===== config.mk =====
export PLATFORM = sky130hd
export DESIGN_NAME = dram_refresh_sched
export DESIGN_NICKNAME = d
export VERILOG_FILES = /design/src/rtl/dram_refresh_sched.sv
export SDC_FILE = /design/constraint.sdc
export NUM_CORES = 1
export LEC_CHECK = 0
export BUFFER_PORTS_ARGS = -buffer_cell sky130_fd_sc_hd__buf_2
export CAP_MARGIN = 20
export CORE_UTILIZATION = 65
export CTS_CLUSTER_SIZE = 10
export DETAILED_ROUTE_END_ITERATION = 10
export GPL_TIMING_DRIVEN = 0
export HOLD_SLACK_MARGIN = 0.1
export PLACE_DENSITY = 0.83
export SETUP_SLACK_MARGIN = 0.15
export SYNTH_ARGS = -nofsm -noshare
export SYNTH_HDL_FRONTEND = slang
export SYNTH_SLANG_ARGS = --single-unit

===== constraint.sdc =====
create_clock -name clk -period 6.1 [get_ports clk]
set_input_delay 1.22 -clock clk [delete_from_list [all_inputs] [get_ports clk]]
set_output_delay 1.22 -clock clk [all_outputs]
set_load 0.05 [all_outputs]

===== src/rtl/dram_refresh_sched.sv =====
module dram_refresh_sched #(
  parameter int unsigned PAUSE_CYC  = 25_000_000,
  parameter int unsigned INIT_CNT   = 8,
  parameter int unsigned REF_INT    = 1950,
  parameter int unsigned SETUP_CYC  = 1,
  parameter int unsigned RASW_CYC   = 8,
  parameter int unsigned PRE_CYC    = 5,
  parameter int unsigned SR_MIN     = 12_500,
  parameter int unsigned SR_PRE     = 14,
  parameter int unsigned BURST_CNT  = 4096,
  parameter int unsigned DEBT_MAX   = 8191,
  parameter int unsigned URGENT_LIM = 8
) (
  input  logic       clk,
  input  logic       rst_n,
  input  logic       bus_gnt,
  input  logic       sr_req,
  output logic       bus_req,
  output logic       ras_n,
  output logic [1:0] cas_n,
  output logic       we_n,
  output logic       ready,
  output logic       urgent,
  output logic       in_sr
);
  localparam int unsigned CMAX = (PAUSE_CYC > SR_MIN) ? PAUSE_CYC : SR_MIN;
  localparam int unsigned CW   = $clog2(CMAX + 1);
  localparam int unsigned DW   = $clog2(DEBT_MAX + 1);
  localparam int unsigned IW   = $clog2(REF_INT + 1);

  typedef enum logic [2:0] {S_WAIT, S_IDLE, S_CSU, S_RAS, S_PRE, S_SR, S_SRX} st_t;

  st_t           st;
  logic [CW-1:0] cnt;
  logic [DW-1:0] debt;
  logic [IW-1:0] itmr;
  logic          sr_cyc, rdy;

  wire cnt_z   = (cnt == '0);
  wire start   = (st == S_IDLE) && bus_req && bus_gnt;
  wire done    = (st == S_PRE) && cnt_z;
  wire sr_done = (st == S_SRX) && cnt_z;
  wire tick    = rdy && !sr_cyc && (itmr == IW'(REF_INT - 1));

  assign bus_req = (st != S_WAIT && st != S_IDLE) ||
                   (st == S_IDLE && (debt != '0 || (sr_req && rdy)));
  assign ras_n   = !(st == S_RAS || st == S_SR);
  assign cas_n   = {2{!(st == S_CSU || st == S_RAS || st == S_SR)}};
  assign we_n    = 1'b1;
  assign ready   = rdy;
  assign urgent  = debt > DW'(URGENT_LIM);
  assign in_sr   = (st == S_SR);

  always_ff @(posedge clk) begin
    if (!rst_n) begin
      st     <= S_WAIT;
      cnt    <= CW'(PAUSE_CYC - 1);
      sr_cyc <= 1'b0;
    end else begin
      case (st)
        S_WAIT: if (cnt_z) st <= S_IDLE; else cnt <= cnt - 1'b1;
        S_IDLE: if (start) begin
          st     <= S_CSU;
          cnt    <= CW'(SETUP_CYC - 1);
          sr_cyc <= sr_req && rdy;
        end
        S_CSU: if (!cnt_z) cnt <= cnt - 1'b1;
          else if (sr_cyc) begin st <= S_SR;  cnt <= CW'(SR_MIN - 1);   end
          else             begin st <= S_RAS; cnt <= CW'(RASW_CYC - 1); end
        S_RAS: if (!cnt_z) cnt <= cnt - 1'b1;
          else begin st <= S_PRE; cnt <= CW'(PRE_CYC - 1); end
        S_PRE: if (!cnt_z) cnt <= cnt - 1'b1; else st <= S_IDLE;
        S_SR: if (!cnt_z) cnt <= cnt - 1'b1;
          else if (!sr_req) begin st <= S_SRX; cnt <= CW'(SR_PRE - 1); end
        S_SRX: if (!cnt_z) cnt <= cnt - 1'b1;
          else begin st <= S_IDLE; sr_cyc <= 1'b0; end
        default: st <= S_WAIT;
      endcase
    end
  end

  always_ff @(posedge clk) begin
    if (!rst_n)                           debt <= '0;
    else if (st == S_WAIT && cnt_z)       debt <= DW'(INIT_CNT);
    else if (sr_done)                     debt <= DW'(BURST_CNT);
    else if (done && !tick)               debt <= debt - 1'b1;
    else if (tick && !done && debt != DW'(DEBT_MAX)) debt <= debt + 1'b1;
  end

  always_ff @(posedge clk) begin
    if (!rst_n || sr_done) itmr <= '0;
    else if (rdy && !sr_cyc) itmr <= tick ? '0 : itmr + 1'b1;
  end

  always_ff @(posedge clk) begin
    if (!rst_n) rdy <= 1'b0;
    else if (st == S_IDLE && debt == '0) rdy <= 1'b1;
  end
endmodule



Word-level counts from Yosys, hierarchy flattened
Cells that the tools add are included.
- input port bits: 4
- output and inout bits: 8
- word-level logic and storage cells: 98
- register bits after elaboration: 54
- equal/unequal tests: 18
- add/subtract/negate cells: 4
- bitwise operators: 1
- order comparisons: 1
- mux-type cells: 24
- reductions and logical operators: 42
- operators by type and width (kind ; count):
    25-bit two-way mux ; 6
    25-bit case mux with 5 select lines ; 1
    13-bit two-way mux ; 3
    25-bit logical NOT ; 1
    25-bit by 1-bit subtractor with 25-bit output, second input constant ; 1
    3-bit two-way mux ; 7
    3-bit case mux with 5 select lines ; 1
    1-bit logical AND ; 14
    14-bit two-way mux ; 1
    13-bit by 1-bit adder with 13-bit output, second input constant ; 1
    13-bit by 4-bit greater-than comparator with 1-bit output, second input constant ; 1
    13-bit logical NOT ; 1
    13-bit != test, second input constant ; 1
    13-bit nonzero test ; 1
    13-bit by 1-bit subtractor with 13-bit output, second input constant ; 1
    2-bit != test, second input constant ; 6
    11-bit by 1-bit adder with 11-bit output, second input constant ; 1
    11-bit == test, second input constant ; 1
    11-bit two-way mux ; 1
    3-bit == test, second input constant ; 3
    3-bit by 2-bit == test with 1-bit output, second input constant ; 2
    1-bit logical NOT ; 6
    1-bit logical OR ; 6
    6-bit AND reduction ; 1
    other kinds (17) ; 22

Longest topological paths before layout
Gate-level depths: netlist of run 1.
- depth in word-level cells: 9
- mapped depth: 14
- depth with buffers taken out: 13

Worst setup path after synthesis of run 1
Ideal clock, no wire load.
- path type: input -> output
- start: input port sr_req
- end: output port bus_req
- path slack: 2.634 ns
- arrival time: 2.246 ns
- data required time: 4.880 ns
- path buffers: 0
- stages: 3
- cells stage by stage: nand2_1 -> nor4b_1 -> a21oi_1
- cells in the longest elaborated chain, start to end: 4
- ends and longest elaborated chain (what ; line ; text):
    start, declared ; 17 ; input logic sr_req,
    1-bit logical AND ; 46 ; (st == S_IDLE && (debt != '0 || (sr_req && rdy)));
    1-bit logical OR ; 46 ;
    1-bit logical AND ; 46 ;
    1-bit logical OR ; 45 ; assign bus_req = (st != S_WAIT && st != S_IDLE) ||
    end, declared ; 18 ; output logic bus_req,
No other way between the ends.

Worst setup path after layout of run 1
- start: register cnt[14]
- end: register debt[4]
- cells in the longest elaborated chain, start to end: 6
- elaborated cells between the ends (all ways): 11
- those cells by class: mux (1); reduce/logical (10)
- ends and longest elaborated chain (what ; line ; text):
    start, declared ; 34 ; logic [CW-1:0] cnt;
    start signal, assigned ; 57 ; cnt <= CW'(PAUSE_CYC - 1);
    start signal, assigned ; 64 ; cnt <= CW'(SETUP_CYC - 1);
    start signal, assigned ; 67 ; S_CSU: if (!cnt_z) cnt <= cnt - 1'b1;
    25-bit logical NOT (*) ; 39 ; wire cnt_z = (cnt == '0);
    1-bit logical AND ; 41 ; wire done = (st == S_PRE) && cnt_z;
    1-bit logical NOT ; 87 ; else if (tick && !done && debt != DW'(DEBT_MAX)) debt <= debt + 1'b1;
    1-bit logical AND (2 in a row) ; 87 ;
    2-bit nonzero test (no source line) ; n/a ;
    end signal, assigned ; 85 ; else if (sr_done) debt <= DW'(BURST_CNT);
    end signal, assigned ; 86 ; else if (done && !tick) debt <= debt - 1'b1;
    end signal, assigned ; 87 ;
    end, declared ; 35 ; logic [DW-1:0] debt;
Every way passes the cells marked *; elsewhere a longest branch is shown, timed or not.
A chain may end at the register's enable or synchronous reset.

==> out/results.tsv, run 1 <==
metric	value	unit
clk buf depth	2	
Post-DP Area	3590	um2
Synth cell types	64	
Data arrival, critical path	4.06	ns
Remaining DRCs	0	
vias in the first global route	3010	
Hold Vio Cnt, Final	0	
clk_lat worst skew	0.32	ns
Die Area	5610	um2
Mean Syn Cell Area	7.49	um2
largest net degree at the start of global routing	16	
# diodes	0	
CTS H-tree depth	2	
Detail Route Antenna Nets	0	
fin area	3670	um2
Tmin final	3.85	ns
Top Ports	12	
Core Region	5110	um2
final worst slack	2.25	ns
status	complete, no violations	
Setup violations, final	0	
clock slew at reported path FFs	0.10	ns
post-CTS sizing	0	
Synth Instances	461	
Worst Skew	0.00947	ns
top_reg_cell synth	dfxtp_1	
required time of the critical path	6.31	ns
drt total wl	8.40	mm
YS warnings	0	
FMAX	0.260	GHz
placed cell count	540	
drt first pass iters	5	
PwrDens	159	nW/um2
total power draw	0.583	mW
leak pwr	1.26	nW
Max-cap violations	0	
FP Rows	26	
Synth async-reset ratio	0	
starting density of the core	0.676	
Peak VDD IR	0.148	mV
Syn-to-layout area delta	6.27	%
RSZ-0062 raised after global routing	no	
Vias	3436	
footprint of the multi-input gates	2210	um2
Worst Tran Pin Value	0.870	ns
CTS tree	yes	
Clk Tree Root Cell	clkbuf_8	
# clock sinks	54	
share of cells above drive strength 1	0.0962	
Final Non-Filler Cells	548	
Post-synth EDFFs	0	
Layout Utilization	0.719	
Seq. cell area	1080	um2
Vias per Instance	6.27	
number of port buffers	9	
Total GRT Usage	0.313	
commonest cells after routing, fill and taps aside	nor2_1, dfxtp_1, nand2_1, o21ai_0, a21oi_1	
Slew Viols, Final	0	
Mapped Nets	470	
total setup buffers inserted after CTS	0	
post-synthesis register bit count	54	
crit-path max FO	7	
wire per inst	15.3	um
CP Capture Type	flip-flop	
Hold Buf Count CTS	0	
Hold WS	0.495	ns
initial antenna violation count	0	
Seq/Total Area, Yosys	0.313	
gr ovfl total	0	
WS Path Type	flip-flop to flip-flop	
# fillers	439	
setup TNS	0	ns
worst min path class	flip-flop to flip-flop	
Final GP Congestion	0.889	
Max-slew headroom	0.412	
detailed placement HPWL	6.14	mm
CTS buffer count	5	
global-route wire length before repair	13.3	mm
Horiz. Die Dim	74.9	um
Tcrit/Tclk final	0.630	
Initial DRC Count	337	
DIE HEIGHT	74.9	um
worst slack, placed	2.33	ns
mapped cell area	3450	um2
commonest non-fill, non-tap cell in the layout	nor2_1	
Final Net Count	487	
startpoint types	flip-flop	
==> flip-flops by register name (all words and copies together), names as in the netlist <==
register  cells
sr_cyc        1
st            3
debt         13
cnt          25
ready         1
itmr         11
==> cells in the mapped netlist (3+ instances only) <==
cell type	instances	area, um2
a21boi_0	10	75.1
a21oi_1	27	135
a31oi_1	4	25.0
and2_1	5	31.3
and3_1	9	56.3
buf_2	7	35.0
buf_4	3	22.5
clkbuf_1	15	56.3
dfxtp_1	54	1080
ha_1	5	62.6
inv_1	9	33.8
mux2i_1	7	70.1
nand2_1	37	139
nand2b_1	9	56.3
nand3_1	24	120
nand3b_1	5	37.5
nand4_1	10	62.6
nand4b_1	4	35.0
nor2_1	67	251
nor2b_1	5	31.3
nor3_1	21	105
nor4_1	5	31.3
o211ai_1	7	52.6
o21a_1	3	22.5
o21ai_0	34	170
or2_2	4	25.0
or3_1	3	18.8
or4_1	6	45.0
xnor2_1	7	61.3
xor2_1	13	114
==> metal layers <==
layer	share of wire	track usage	routed length (um)
met2	0.48	0.526	4000
met5	0	0	0
met3	0.058	0.0616	487
met1	0.44	0.382	3680
met4	0.027	0.157	229
==> critical path: stages (launching register included) <==
cell,delay (ns)
dfxtp_1,0.37
nor4_1,0.65
nand4_1,0.57
or4_1,0.64
buf_6,0.16
xnor2_1,0.16
ha_1,0.26
nor2_1,0.07
nand2_1,0.17
o21a_1,0.23
mux2i_1,0.23
xor2_1,0.18
nor2_1,0.05
==> where the power goes <==
part	switching, mW	internal, mW
clock network	0.119	0.0775
logic	0.0168	0.0109
registers	0.00386	0.355
==> layout make-up <==
cell class,instances,share of cell area
tap,70,0.0239
buffer,27,0.0351
clock inverter,2,0.00273
timing repair buffer,10,0.0136
sequential,54,0.294
clock buffer,5,0.0187
multi-input combinational,371,0.602
inverter,9,0.00920
==> cells by family (layout without fill, tap and decap cells) <==
kind of cell,count (synthesis),count (layout),synth area share
compound gates,108,108,0.196
xor+xnor,20,20,0.0507
fa+ha+maj,5,5,0.0181
buf+inv,36,53,0.0471
flops,54,54,0.313
mux,7,7,0.0203
other cells,1,1,0.00109
simple gates,230,230,0.354
==> path summary, 6_finish.rpt <==
kind,start,to,slack (ns),depth (start not counted)
worst max-delay path,cnt[14],debt[4],2.25,12
worst min register to register,cnt[10],cnt[10],0.49,2
worst max register to register,cnt[14],debt[4],2.25,12
worst min-delay path,cnt[10],cnt[10],0.49,2
No activity file was read; power rests on OpenSTA's default activity.
==> run 2, diff against run 1 <==
- CORE_UTILIZATION: 65 -> 62
- PLACE_DENSITY: 0.83 -> 0.8
- clock period: 6.1 -> 4 ns (I/O delays scaled with it)
==> run 2 against run 1 <==
Sequential power increased by 52%. Worst hold slack improved by 0.0044 ns. Total power increased by 79%. Cell count increased by 0.55%. Sequential share of layout area decreased by 0.64 points. Core utilization decreased by 0.23 points. Flip-flop and latch count unchanged. Largest power group unchanged.
==> out/results.tsv, run 2 (synthesis gave the netlist of run 1 again) <==
metric	value	unit	change
status	complete, no violations		
detailed placement HPWL	6.14	mm	about the same
largest register by flop count	cnt		
Worst Skew	0.0127	ns	+0.00319 ns
Remaining DRCs	0		unchanged
Syn-to-layout area delta	8.62	%	
starting density of the core	0.660		-0.0168
CTS H-tree depth	2		unchanged
FMAX	0.275	GHz	+5.7%
Core Region	5240	um2	+2.5%
wire per inst	15.7	um	+2.2%
WHS Path Cells	2		unchanged
Top Ports	12		unchanged
FP Rows	26		unchanged
setup TNS	0	ns	unchanged
initial antenna violation count	0		unchanged
Total GRT Usage	0.307		-0.00646
PwrDens	279	nW/um2	+75%
DIE HEIGHT	76.6	um	+2.3%
CTS tree	yes		
# fillers	446		+1.6%
Worst Tran Pin Value	0.848	ns	-0.0223 ns
leak pwr	1.29	nW	+2.6%
total power draw	1.05	mW	+79%
WS Path Type	flip-flop to flip-flop		
startpoint types	flip-flop		
gr ovfl total	0		unchanged
RR Startpoint	cnt[7]		
Setup violations, final	0		unchanged
drt first pass iters	5		unchanged
Peak VDD IR	0.194	mV	+31%
clk_lat worst skew	0.31	ns	about the same
RSZ-0062 raised after global routing	no		
Vias per Instance	6.36		+1.5%
global-route wire length before repair	14.7	mm	+10%
Hold WS	0.499	ns	+0.00445 ns
Initial DRC Count	262		-22%
flop2flop setup slack	0.36	ns	-1.89 ns
Data arrival, critical path	3.88	ns	-0.18 ns
vias in the first global route	3240		+7.6%
# diodes	0		unchanged
Max-cap violations	0		unchanged
required time of the critical path	4.24	ns	-2.07 ns
Final GP Congestion	0.935		+5.1%
Tmin final	3.64	ns	-0.209 ns
critical path endpoint	debt[10]		
worst min path class	flip-flop to flip-flop		
commonest cells after routing, fill and taps aside	nor2_1, dfxtp_1, nand2_1, o21ai_0, a21oi_1		
Hold Vio Cnt, Final	0		unchanged
drt total wl	8.64	mm	+2.8%
reg2reg end	debt[10]		
Tcrit/Tclk final	0.909		+0.279
max FFs per register	25		unchanged
Vias	3506		+2.0%
CP Capture Type	flip-flop		
Critical Path Source	cnt[7]		
largest net degree at the start of global routing	17		+1
Post-DP Area	3590	um2	unchanged
Horiz. Die Dim	76.6	um	+2.3%
Die Area	5870	um2	+4.7%
Detail Route Antenna Nets	0		unchanged
Hold Buf Count CTS	0		unchanged
# clock sinks	54		unchanged
share of cells above drive strength 1	0.104		+0.00772
Final Net Count	489		+0.41%
crit-path max FO	7		unchanged
worst r2r path cells	13		+1
CTS buffer count	5		unchanged
Max-slew headroom	0.427		+0.0151
Layout Utilization	0.716		-0.00233
Regs by FF count	cnt: 25 flops, debt: 13 flops, itmr: 11 flops		
commonest non-fill, non-tap cell in the layout	nor2_1		
Clk Tree Root Cell	clkbuf_8		
Slew Viols, Final	0		unchanged
clk buf depth	2		unchanged
number of port buffers	9		unchanged
fin area	3750	um2	+2.2%
clock slew at reported path FFs	0.10	ns	about the same
run 2: where the power goes:
group          internal [mW]  switching [mW]  leakage (nW)
clock network          0.267           0.186        0.0714
registers              0.541         0.00591         0.436
logic                 0.0166          0.0278         0.783
total                  0.825           0.220          1.29
run 2: worst min-delay path by stage:
| stage | start | to | slack (ns) |
|---|---|---|---|
| 2_1_floorplan | cnt[10] | cnt[10] | 0.45 |
| 4_1_cts | cnt[9] | cnt[9] | 0.50 |
| 3_3_place_gp | cnt[10] | cnt[10] | 0.47 |
| 5_1_grt | cnt[17] | cnt[17] | 0.55 |
| 6_report | cnt[10] | cnt[10] | 0.50 |
| 3_5_place_dp | cnt[17] | cnt[17] | 0.49 |
run 2: through the flow:
step	std cells	setup WS [ns]
after floorplan	461	0.596
after global placement	540	0.271
after detailed placement	540	0.241
after CTS	548	0.192
after global routing	551	0.146
final	551	0.364
run 2: worst max-delay path: stages, from the launching register on:
cell and delay (ns):
dfxtp_1 0.37, or4_1 0.52, buf_2 0.17, or4_4 0.57, or4_1 0.43, buf_6 0.16
xnor2_1 0.14, ha_2 0.24, nor2_1 0.06, nand2_1 0.18, o21a_1 0.23, nand4_1 0.13
and3_1 0.21, nor3_1 0.15
run 2: area by class of cell:
cell class / count / area [um2] / area share
buffer: 27 / 129 / 0.0343
clock buffer: 6 / 82.6 / 0.0220
clock inverter: 2 / 60.1 / 0.0160
inverter: 9 / 33.8 / 0.00900
multi-input combinational: 371 / 2210 / 0.590
sequential: 54 / 1080 / 0.288
tap: 70 / 87.6 / 0.0233
timing repair buffer: 12 / 65.1 / 0.0173
run 2: timing repair:
| action | 4_1_cts | 5_1_grt |
|---|---|---|
| gates resized for setup | 0 | 1 |
| setup buffers | 0 | 2 |
| setup endpoints to repair | 0 | 4 |
run 2: per-layer routing:
layer / vias up / share of wire / GRT usage
met5: - / 0 / 0
met2: 156 / 0.48 / 0.518
met1: 1631 / 0.42 / 0.378
met4: 0 / 0.026 / 0.152
met3: 24 / 0.077 / 0.0467
li1: 1695 / - / -
